==> config.mk <==
export PLATFORM = sky130hd
export DESIGN_NAME = line_deglitch
export DESIGN_NICKNAME = d
export VERILOG_FILES = /design/src/rtl/dgl_pkg.sv /design/src/rtl/dgl_sync.sv /design/src/rtl/dgl_tick_gen.sv /design/src/rtl/dgl_filter_core.sv /design/src/rtl/line_deglitch.sv
export SDC_FILE = /design/constraint.sdc
export NUM_CORES = 1
export LEC_CHECK = 0
export CORE_AREA = 2 2 60 62
export CTS_CLUSTER_DIAMETER = 80
export CTS_CLUSTER_SIZE = 14
export DETAILED_ROUTE_END_ITERATION = 16
export DIE_AREA = 0 0 62 64
export SYNTH_ARGS = -nofsm -noshare
export SYNTH_HDL_FRONTEND = slang
export SYNTH_SLANG_ARGS = --single-unit
==> constraint.sdc <==
create_clock -name clk -period 7.06 [get_ports clk]
set_input_delay 1.765 -clock clk [delete_from_list [all_inputs] [get_ports clk]]
set_output_delay 1.765 -clock clk [all_outputs]
set_load 0.02 [all_outputs]
==> src/rtl/dgl_pkg.sv <==
// Package: shared types and helpers for the line deglitcher.
// Assumes: prescaler stage divisors are all at least 1.
package dgl_pkg;

    // Clock-control field encoding.
    typedef enum logic [1:0] {
        CLK_OFF   = 2'd0,
        CLK_GATED = 2'd1,
        CLK_FREE  = 2'd2,
        CLK_RSVD  = 2'd3
    } clk_mode_e;

    localparam int NUM_TICKS = 4;

    // Divisor applied by prescaler stage g (base, micro, then two decades).
    function automatic int stage_div(input int g, input int b, input int u, input int d);
        case (g)
            0:       return b;
            1:       return u;
            default: return d;
        endcase
    endfunction

    // Largest stage divisor, used to size stage counters.
    function automatic int max_div(input int b, input int u, input int d);
        int m;
        m = b;
        if (u > m) m = u;
        if (d > m) m = d;
        return m;
    endfunction

endpackage

==> src/rtl/dgl_sync.sv <==
// Module: multi-flop synchroniser for one asynchronous bit.
// Assumes: input is quasi-static relative to clk; reset value is the idle level.
module dgl_sync #(
    parameter int   STAGES    = 2,
    parameter logic RESET_VAL = 1'b1
) (
    input  logic clk,
    input  logic rst_n,
    input  logic async_in,
    output logic sync_out
);

    logic [STAGES-1:0] chain_q;

    // Shift the asynchronous level through the flop chain.
    always_ff @(posedge clk) begin
        if (!rst_n) chain_q <= {STAGES{RESET_VAL}};
        else        chain_q <= {chain_q[STAGES-2:0], async_in};
    end

    assign sync_out = chain_q[STAGES-1];

endmodule

==> src/rtl/dgl_tick_gen.sv <==
// Module: cascaded prescaler producing four nested periodic ticks, one selected.
// Assumes: run low clears every stage so the tick phase restarts on enable.
module dgl_tick_gen
    import dgl_pkg::*;
#(
    parameter int BASE_DIV = 3,
    parameter int US_DIV   = 8,
    parameter int DEC_DIV  = 10
) (
    input  logic       clk,
    input  logic       rst_n,
    input  logic       run,
    input  logic [1:0] tick_sel,
    output logic       tick
);

    localparam int MAXD = max_div(BASE_DIV, US_DIV, DEC_DIV);
    localparam int CW   = (MAXD > 1) ? $clog2(MAXD) : 1;

    logic [NUM_TICKS-1:0] stage_tick;

    for (genvar g = 0; g < NUM_TICKS; g++) begin : g_stage
        localparam int DIV = stage_div(g, BASE_DIV, US_DIV, DEC_DIV);
        logic [CW-1:0] cnt_q;
        logic          adv;

        if (g == 0) begin : g_first
            assign adv = run;
        end else begin : g_next
            assign adv = stage_tick[g-1];
        end

        assign stage_tick[g] = adv && (cnt_q == CW'(DIV - 1));

        // Count advance pulses from the previous stage, wrapping at DIV.
        always_ff @(posedge clk) begin
            if (!rst_n || !run)  cnt_q <= '0;
            else if (stage_tick[g]) cnt_q <= '0;
            else if (adv)        cnt_q <= cnt_q + 1'b1;
        end

        if (g > 0) begin : g_chk
            AST_TICK_NESTED: assert property (@(posedge clk) disable iff (!rst_n)
                stage_tick[g] |-> stage_tick[g-1]);
        end
    end

    // Pick the requested tick period.
    always_comb begin
        tick = stage_tick[tick_sel];
    end

    AST_TICK_IDLE: assert property (@(posedge clk) disable iff (!rst_n)
        !run |-> !(|stage_tick));

endmodule

==> src/rtl/dgl_filter_core.sv <==
// Module: stability counter that accepts a new line level after 3*dly ticks.
// Assumes: sync_lvl is already synchronous; tick is a one-cycle pulse.
module dgl_filter_core #(
    parameter int DLY_W     = 3,
    parameter int TICK_MULT = 3
) (
    input  logic             clk,
    input  logic             rst_n,
    input  logic             run,
    input  logic             sync_lvl,
    input  logic             tick,
    input  logic [DLY_W-1:0] dly,
    output logic             filt,
    output logic             rise,
    output logic             fall
);

    localparam int THR_MAX = ((1 << DLY_W) - 1) * TICK_MULT;
    localparam int CNT_W   = $clog2(THR_MAX + 1);

    logic [CNT_W-1:0] cnt_q, cnt_d;
    logic [CNT_W-1:0] thr;
    logic             filt_q, filt_d;
    logic             rise_q, fall_q;

    assign thr = CNT_W'(dly) * CNT_W'(TICK_MULT);

    // Decide the next output level and the next tick count.
    always_comb begin
        filt_d = filt_q;
        cnt_d  = cnt_q;
        if (!run) begin
            filt_d = 1'b1;
            cnt_d  = '0;
        end else if (dly == '0) begin
            filt_d = sync_lvl;
            cnt_d  = '0;
        end else if (sync_lvl == filt_q) begin
            cnt_d  = '0;
        end else if (tick) begin
            if ((cnt_q + 1'b1) >= thr) begin
                filt_d = sync_lvl;
                cnt_d  = '0;
            end else begin
                cnt_d  = cnt_q + 1'b1;
            end
        end
    end

    // Register output level, count and edge strobes.
    always_ff @(posedge clk) begin
        if (!rst_n) begin
            filt_q <= 1'b1;
            cnt_q  <= '0;
            rise_q <= 1'b0;
            fall_q <= 1'b0;
        end else begin
            filt_q <= filt_d;
            cnt_q  <= cnt_d;
            rise_q <= run &&  filt_d && !filt_q;
            fall_q <= run && !filt_d &&  filt_q;
        end
    end

    assign filt = filt_q;
    assign rise = rise_q;
    assign fall = fall_q;

    AST_CNT_BOUND: assert property (@(posedge clk) disable iff (!rst_n)
        cnt_q < CNT_W'(THR_MAX));
    AST_DLY0_PASS: assert property (@(posedge clk) disable iff (!rst_n)
        (run && dly == '0) |=> (filt_q == $past(sync_lvl)));

endmodule

==> src/rtl/line_deglitch.sv <==
// Module: top of the programmable-tick line deglitcher.
// Assumes: control inputs are synchronous to clk; line_raw is asynchronous.
module line_deglitch
    import dgl_pkg::*;
#(
    parameter int SYNC_STAGES = 2,
    parameter int BASE_DIV    = 3,
    parameter int US_DIV      = 8,
    parameter int DEC_DIV     = 10,
    parameter int DLY_W       = 3,
    parameter int TICK_MULT   = 3
) (
    input  logic             clk,
    input  logic             rst_n,
    input  logic             line_raw,
    input  logic [1:0]       tick_sel,
    input  logic [DLY_W-1:0] dly,
    input  logic             soft_rst,
    input  logic             sys_clk_en,
    input  logic [1:0]       clk_mode,
    output logic             line_filt,
    output logic             rise_pulse,
    output logic             fall_pulse
);

    logic run;
    logic sync_lvl;
    logic tick;
    clk_mode_e mode;

    // Decode whether the filter domain is running.
    always_comb begin
        mode = clk_mode_e'(clk_mode);
        run  = !soft_rst && sys_clk_en && (mode == CLK_GATED || mode == CLK_FREE);
    end

    dgl_sync #(
        .STAGES    (SYNC_STAGES),
        .RESET_VAL (1'b1)
    ) u_sync (
        .clk      (clk),
        .rst_n    (rst_n),
        .async_in (line_raw),
        .sync_out (sync_lvl)
    );

    dgl_tick_gen #(
        .BASE_DIV (BASE_DIV),
        .US_DIV   (US_DIV),
        .DEC_DIV  (DEC_DIV)
    ) u_tick (
        .clk      (clk),
        .rst_n    (rst_n),
        .run      (run),
        .tick_sel (tick_sel),
        .tick     (tick)
    );

    dgl_filter_core #(
        .DLY_W     (DLY_W),
        .TICK_MULT (TICK_MULT)
    ) u_core (
        .clk      (clk),
        .rst_n    (rst_n),
        .run      (run),
        .sync_lvl (sync_lvl),
        .tick     (tick),
        .dly      (dly),
        .filt     (line_filt),
        .rise     (rise_pulse),
        .fall     (fall_pulse)
    );

    AST_IDLE_HIGH: assert property (@(posedge clk) disable iff (!rst_n)
        (soft_rst || !sys_clk_en || clk_mode == 2'd0 || clk_mode == 2'd3) |=> line_filt);
    AST_STROBE_EXCL: assert property (@(posedge clk) disable iff (!rst_n)
        !(rise_pulse && fall_pulse));
    AST_RISE_EDGE: assert property (@(posedge clk) disable iff (!rst_n)
        rise_pulse |-> (line_filt && !$past(line_filt)));
    AST_FALL_EDGE: assert property (@(posedge clk) disable iff (!rst_n)
        fall_pulse |-> (!line_filt && $past(line_filt)));
    AST_FALL_STROBED: assert property (@(posedge clk) disable iff (!rst_n)
        $fell(line_filt) |-> fall_pulse);

endmodule

==> run summary, run 1 <==
With fillers left out, the area of the finished cells amounts to 1660 um^2. The total overflow left after global routing is 0. The multi-input combinational cells in the finished layout cover a total of 868 um^2. Among the stages of the critical path, the cell type that occurs most often is ha_1.

The final-layout setup total negative slack was 0 ps. The floorplan die area was 3970 um^2; the TritonCTS buffer count was 3. Setup repair after global routing left no endpoint under its margin.

The routed design has 2560 um of wire. For this design the ratio of total power to cell area is 147 nW/um^2. The register bit total from synthesis is 26. TritonCTS built the clock tree. The deepest level of the CTS H-tree was 1; the initial standard-cell utilization of the core was 0.435. Hold path endpoint: u_sync.chain_q[1]. The number of antenna diodes in the final layout is 0.

The final instance count without filler cells came out at 223. The worst reg-to-reg path cell count came out at 8. Detailed placement ended at an HPWL of 2080 um. The xor/xnor share of the synthesized area was 0.0857; the transition at the pin with the smallest max-transition slack was 789 ps.

The tools report the maximum root-to-sink buffer count as 2. During synthesis, Yosys emitted a total of 0 warnings. The async set-or-reset flop fraction in the synthesized netlist was 0. Averaged over all synthesized cells, the footprint is 8.94 um^2. The number of antenna violations at the first check in global routing was 0. The cell area that synthesis handed to floorplanning was 1430 um^2.

The area share of the largest cell type after synthesis works out to 0.364. Among all stages on the critical path, the largest delay is contributed by clkdlybuf4s50_1. In the final layout, flip-flops and latches occupy 520 um^2.

The fraction of layout cells with a size suffix above 1 works out to 0.0508. The first global-routing pass estimated 4480 um of wire. After clock tree synthesis, the clock-pin slew on the worst setup and hold paths is 140 ps.

The critical path startpoint category is an input pin. For the final hold violation count, the log shows 0. For the static leakage power, the log shows 0.615 nW.

The number of placement rows came out at 21. The commonest cells after synthesis are 26 x dfxtp_1, 17 x ha_1, 15 x nor2_1. Of all nets on the critical path, the largest fanout is 8. In this run the horizontal extent of the chip is 62 um. The clock period could shrink to 4080 ps. Synthesis produced a netlist with a net count of 190.

In this run, the number of DRC markers left after iteration 0 of detailed routing was 35. The simple-gate area share of the yosys netlist works out to 0.243. The number of setup violations in the final report is 0, and the die boundary height is 64 um.

For the number of slew-limit violations in the final report, the log shows 0. The startpoint identified for the worst register-to-register timing path is u_core.cnt_q[0]. The worst-case IR drop observed on VDD is 0.0755 mV.

Maximum number of pins on one net before global-route repair: 15. The startpoint of the most critical hold path is u_sync.chain_q[0]. The hold buffer count at CTS is 0, and the standard cell area after detailed placement is 1620 um^2. Number of cells on the worst hold path: 1. The fmax is 245 MHz.

Count of flip-flops with a built-in enable after synthesis: 0. In the routed design, unresolved DRC markers number 0. The number of gates given a new drive strength after cts was 0; the clock sink total was 26. The signal on the critical path passes through clkdlybuf4s50_1 > ha_1 > inv_1 > fa_1 > ha_1 > a21oi_1 > o21ai_0 > a31oi_1 > o21a_1 > o211ai_1. Counting the fill cells in the layout gives 327. Number of maximum-capacitance violations: 0. The adder-cell share of the synthesized area works out to 0.163. Total vias in the final route: 1115. By instance count, the leading cell after synthesis is dfxtp_1. The cell type with the highest aggregate area in the netlist was dfxtp_1. For the final core utilization, the log shows 0.506.

After synthesis, the cell types taking the most area are dfxtp_1 36%, ha_1 15%, xor2_1 4.9%. The core region is 3280 um^2. In the final routed layout, each cell accounts on average for 11.5 um.

Dividing the detail-routed via count by the number of cells gives 5.00. The compound-gate portion of the synthesized area is 0.101, and the count of nets left with antenna violations after detail routing is 0. In this run the worst hold path is classified as reg -> reg.

The global router's overall resource usage came out at 0.147. The number of buffer cells added on primary ports is 14, and the number of top-level pins is 15. On the worst path, the slowest cell contributes a delay of 530 ps. The critical path is of the in -> reg type. At the end of routability-driven placement, the weighted congestion stood at 0.817. The clock reaches the later pin of the worst-skew pair after 320 ps. The run gives 219 as the number of cells after detailed placement. The tools report the master cell of the clock root buffer as clkbuf_4. The required time reported for the critical path endpoint was 7280 ps; the final cycle utilization of the critical path was 0.578. Post-CTS timing repair inserted 0 buffers for setup. The number of global-route vias before repair came out at 1083. The most used flip-flop cell after synthesis is dfxtp_1. The multiplexer share of the synthesized area was 0.0140; the post-synthesis cell count was 160.

After synthesis, the largest family of logic cells by area is simple AND/OR/NAND/NOR gates. The flow ran to the end, and the final reports show no timing, DRC or antenna violations. The relative slew slack is 0.469, and the register area share after synthesis is 0.364. Across all register-to-register paths, the minimum setup slack is 4740 ps. Number of nets in the finished design: 208. From synthesis to final layout, the design area changed by 16.1%. The category of the worst setup path capture point was a register. The arrival time reported for the critical path endpoint was 4300 ps.

The first detailed-routing pass ran for 4 iterations. The endpoint of the most critical register-to-register path was u_core.filt. Clock skew on the completed layout was measured at 8.06 ps. Synthesis instantiated 35 different standard cells from the library.
==> cell type report <==
type	count	area share
multi-input cells	123	0.523
clock buffers	4	0.0219
well taps	46	0.0347
inverters	10	0.0226
repair buffers	14	0.0844
flip-flops and latches	26	0.313
==> flip-flops by register name, summed over array words and instances (netlist names) <==
signal and cells:
u_tick.g_stage.cnt_q 16, u_core.filt 1, u_core.rise 1, u_sync.chain_q 2, u_core.fall 1, u_core.cnt_q 5
==> cells by family after synthesis <==
kind of cell             Yosys count
buffers and inverters             11
adder cells (fa/ha/maj)           18
AO/OA/AOI/OAI                     25
flip-flops                        26
XOR/XNOR                          14
AND/OR/NAND/NOR                   64
multiplexers                       2
==> worst max path at each step <==
stage,from,end,slack (ps),cells past startpoint
floorplan,dly[0],u_core.filt,3360,9
global placement,dly[0],u_core.filt,2710,10
detailed placement,dly[1],u_core.filt,2620,10
CTS,dly[1],u_core.filt,2990,10
global route,dly[1],u_core.filt,2800,10
finish,dly[0],u_core.filt,2980,10
==> critical path: cells and delay by family <==
family | cells | cell delay [ps]
adder cells (fa/ha/maj) | 3 | 920
AO/OA/AOI/OAI | 5 | 1030
buffers and inverters | 2 | 580
==> report_power, final <==
group,internal [mW],switching (mW),leakage (nW)
registers,0.148,0.000582,0.210
clock network,0.0316,0.0435,0.0210
logic,0.0105,0.0102,0.384
==> metrics by stage <==
stage                     total power, mW  setup slack (ps)  hold WS, ps
after floorplan                     0.162              3360          386
after global routing                0.257              2800          474
after global placement              0.172              2710          389
final                               0.244              2980          439
after detailed placement            0.172              2620          405
after CTS                           0.247              2990          439
==> placed cells by master (no fill, tap or decap) <==
cell type / count
a211oi_1: 2
a21o_1: 1
a21oi_1: 10
a31oi_1: 2
and2_1: 2
clkbuf_4: 3
clkbuf_8: 1
clkdlybuf4s50_1: 14
dfxtp_1: 26
fa_1: 1
ha_1: 17
inv_1: 10
mux2i_1: 2
nand2_1: 13
nand2b_1: 3
nand3_1: 7
nand3b_1: 5
nand4_1: 2
nand4b_1: 1
nor2_1: 15
nor2b_1: 1
nor3_1: 3
nor3_2: 1
nor3b_1: 1
nor4_1: 4
nor4b_1: 1
o211ai_1: 2
o21a_1: 2
o21ai_0: 5
o21ai_1: 1
or2_2: 1
or2_4: 1
or3_4: 1
or3b_4: 1
or4_1: 1
xnor2_1: 6
xor2_1: 8
==> metal layers <==
metal  GRT usage  part of all wire
met1       0.169              0.46
met2       0.260              0.51
met3      0.0304             0.017
met4      0.0479             0.010
met5           0                 0
No activity file was read; power rests on OpenSTA's default activity.
==> run 2, diff against run 1 <==
--- a/config.mk
+++ b/config.mk
@@ -10,6 +10,7 @@
 export CTS_CLUSTER_SIZE = 14
 export DETAILED_ROUTE_END_ITERATION = 16
 export DIE_AREA = 0 0 62 64
+export PLACE_DENSITY = 0.66
 export SYNTH_ARGS = -nofsm -noshare
 export SYNTH_HDL_FRONTEND = slang
 export SYNTH_SLANG_ARGS = --single-unit
==> constraint.sdc (replaced) <==
create_clock -name clk -period 3.34 [get_ports clk]
set_input_delay 0.835 -clock clk [delete_from_list [all_inputs] [get_ports clk]]
set_output_delay 0.835 -clock clk [all_outputs]
set_load 0.02 [all_outputs]
==> run 2 against run 1 <==
Cell area barely moved. Hold slack got worse by 18 ps. Critical path type unchanged. Flip-flop and latch count did not move. Die area did not move. Clock power rose by 69%. Largest cell class unchanged.
==> run summary, run 2 (synthesized netlist as in run 1, its figures left out) <==
The run finished with clean final reports. For the pin with the worst max-slew slack, the measured transition is 482 ps. The die is 62 um wide.

The pre-CTS setup slack was 64.3 ps; the number of setup violations in the final report was 0. The number of antenna violations at the first check in global routing was 0. In this run the critical register-to-register path is launched from u_tick.g_stage[0].cnt_q[0]. Data on the critical path is required at its endpoint by 3590 ps. The worst hold path belongs to the class reg -> reg.

In this run the most critical hold path is launched from u_sync.chain_q[0]. The run gives 2000 um as the total half-perimeter wirelength after legalization and detailed placement. In this run the cell area measured after placement is 1640 um^2. In this run the clock root is driven by a clkbuf_4.

The routed layout has 1118 vias. The largest registers in the layout are u_tick.g_stage.cnt_q (16), u_core.cnt_q (5), u_sync.chain_q (2). In this run the post-CTS setup repair buffer count came out at 0. The number of cells on the worst hold path came out at 1.

The final core utilization is 0.506. The number of maximum-capacitance violations is 0, and the number of global-route vias before repair is 1072. For this run, the detailed router's first-pass iteration total came to 4. The final worst clock skew came out at 6.01 ps. The worst setup path startpoint is dly[0]. The tools report the worst hold margin as 421 ps.

The clock period could shrink to 2930 ps. After clock tree synthesis, the flow added hold-fix buffers numbering 0. The final routed wirelength across all metal layers was 2470 um; the final antenna diode count was 0.

The worst reg-to-reg path cell count works out to 7. 15 I/O pins were placed. The arrival time reported for the critical path endpoint was 3180 ps; the worst reg-to-reg setup slack was 1080 ps. The floorplan die area was 3970 um^2; the number of buffer cells added on primary ports was 14. For this design, the sink count on the clock tree is 26. The final-layout setup total negative slack was 0 ps.

The slowest stage of the critical path belongs to the cell clkdlybuf4s50_1. After clock tree synthesis, the clock-pin slew on the worst setup and hold paths is 130 ps. In this run the vertical extent of the chip is 64 um. The number of slew-limit violations in the final report was 0. In the layout the commonest cells are 26 x dfxtp_1, 17 x ha_1, 15 x nor2_1.

The power after layout came out at 484 uW. The fraction of layout cells with a size suffix above 1 works out to 0.0562. In this run the remaining antenna-violating nets after routing total 0. Setup repair after global routing left no endpoint under its margin. For this run, the top clock speed supported by timing is 341 MHz.

The final cycle utilization of the critical path works out to 0.877. TritonCTS built the clock tree. Entering global routing, the biggest net connects 14 pins.

After the flow finishes, the layout carries non-filler instances totaling 224. The later pin in the worst-skew pair is clocked with a latency of 310 ps. The final hold violation count is 0. On the worst path, the slowest cell contributes a delay of 510 ps. The number of flip-flops in the largest register is 16, and the number of gates given a new drive strength after cts is 0. After floorplanning, the core was divided into 21 placement rows. The worst path meets setup with 410 ps of slack. The average wire length per cell after detail routing was 11.0 um.

The congestion estimate from routability-driven global placement came to 0.775. The commonest non-fill, non-tap cell in the layout is dfxtp_1. The first global-routing pass estimated 4420 um of wire. The global route total overflow is 0. The tools report the endpoint of the most critical register-to-register path as u_tick.g_stage[3].cnt_q[2].

The global router's overall resource usage was 0.146; the final cell area excluding filler cells was 1660 um^2. The critical path startpoint category is an input pin. Ranked by flip-flop count, first place goes to u_tick.g_stage.cnt_q.

Highest net fanout along the worst path: 7. Worst setup path category: in -> reg. Relative to the synthesized area, the layout overhead comes to 16.2%. The longest clock path from root to sink contains 2 buffers. Across the VDD grid, the largest voltage drop is 0.147 mV. The TritonCTS buffer count is 3.

The signal on the critical path passes through clkdlybuf4s50_1 > ha_1 > inv_1 > fa_1 > ha_1 > a21oi_1 > o21ai_0 > a31oi_1 > buf_4 > nand4b_1 > a31oi_1. Including well taps, the total number of placed cells is 221. The initial standard-cell utilization of the core came out at 0.435. In this run, the number of DRC markers left after iteration 0 of detailed routing was 37.

The run gives 1 as the deepest level of the CTS H-tree. The worst setup path is captured at a register. For this run, the post-layout net count is 210.

In this run the power density over the cells is 291 nW/um^2. After detailed routing, the number of remaining DRC violations is 0. For the static leakage power, the log shows 0.618 nW. The average vias per placed instance came out at 4.99.

Relative slew slack: 0.677. The path with the worst hold slack has its endpoint at u_sync.chain_q[1]. In this run the standard cell core region covers 3280 um^2.
==> run 2: cell types whose count changed in the layout (fill, tap and decap cells not counted) <==
cell      change
buf_4         +2
clkbuf_8      -1
==> run 2: critical path, delay by kind of cell <==
kind                     cells  cell delay [ps]
adder cells (fa/ha/maj)      3              930
buffers and inverters        3              740
AO/OA/AOI/OAI                4              580
AND/OR/NAND/NOR              1              100
==> run 2: worst max path at each step <==
stage | endpoint | cells after the start | slack, ps
6_report | u_core.cnt_q[2] | 11 | 410
5_1_grt | u_core.cnt_q[2] | 11 | 250
4_1_cts | u_core.cnt_q[2] | 11 | 400
3_5_place_dp | u_core.cnt_q[2] | 11 | 60
3_3_place_gp | u_core.cnt_q[2] | 11 | 130
2_1_floorplan | u_core.filt | 9 | 570
==> run 2: power breakdown <==
part | switching [mW] | total (mW) | internal (mW)
Sequential | 0.00108 | 0.313 | 0.312
Combinational | 0.0213 | 0.0445 | 0.0232
Clock | 0.0846 | 0.127 | 0.0422
==> run 2: metal layers <==
| metal | wire, um | global-route usage | up-vias |
|---|---|---|---|
| met5 | 0 | 0 | - |
| met4 | 15 | 0.0612 | 0 |
| met3 | 72 | 0.0263 | 2 |
| met2 | 1250 | 0.241 | 14 |
| met1 | 1140 | 0.179 | 508 |
| li1 | - | - | 594 |
==> run 2: layout make-up <==
cell class | count | area [um^2]
fillers | 337 | 1620
multi-input cells | 123 | 868
flip-flops and latches | 26 | 520
repair buffers | 16 | 155
well taps | 46 | 57.6
inverters | 10 | 37.5
clock buffers | 3 | 22.5
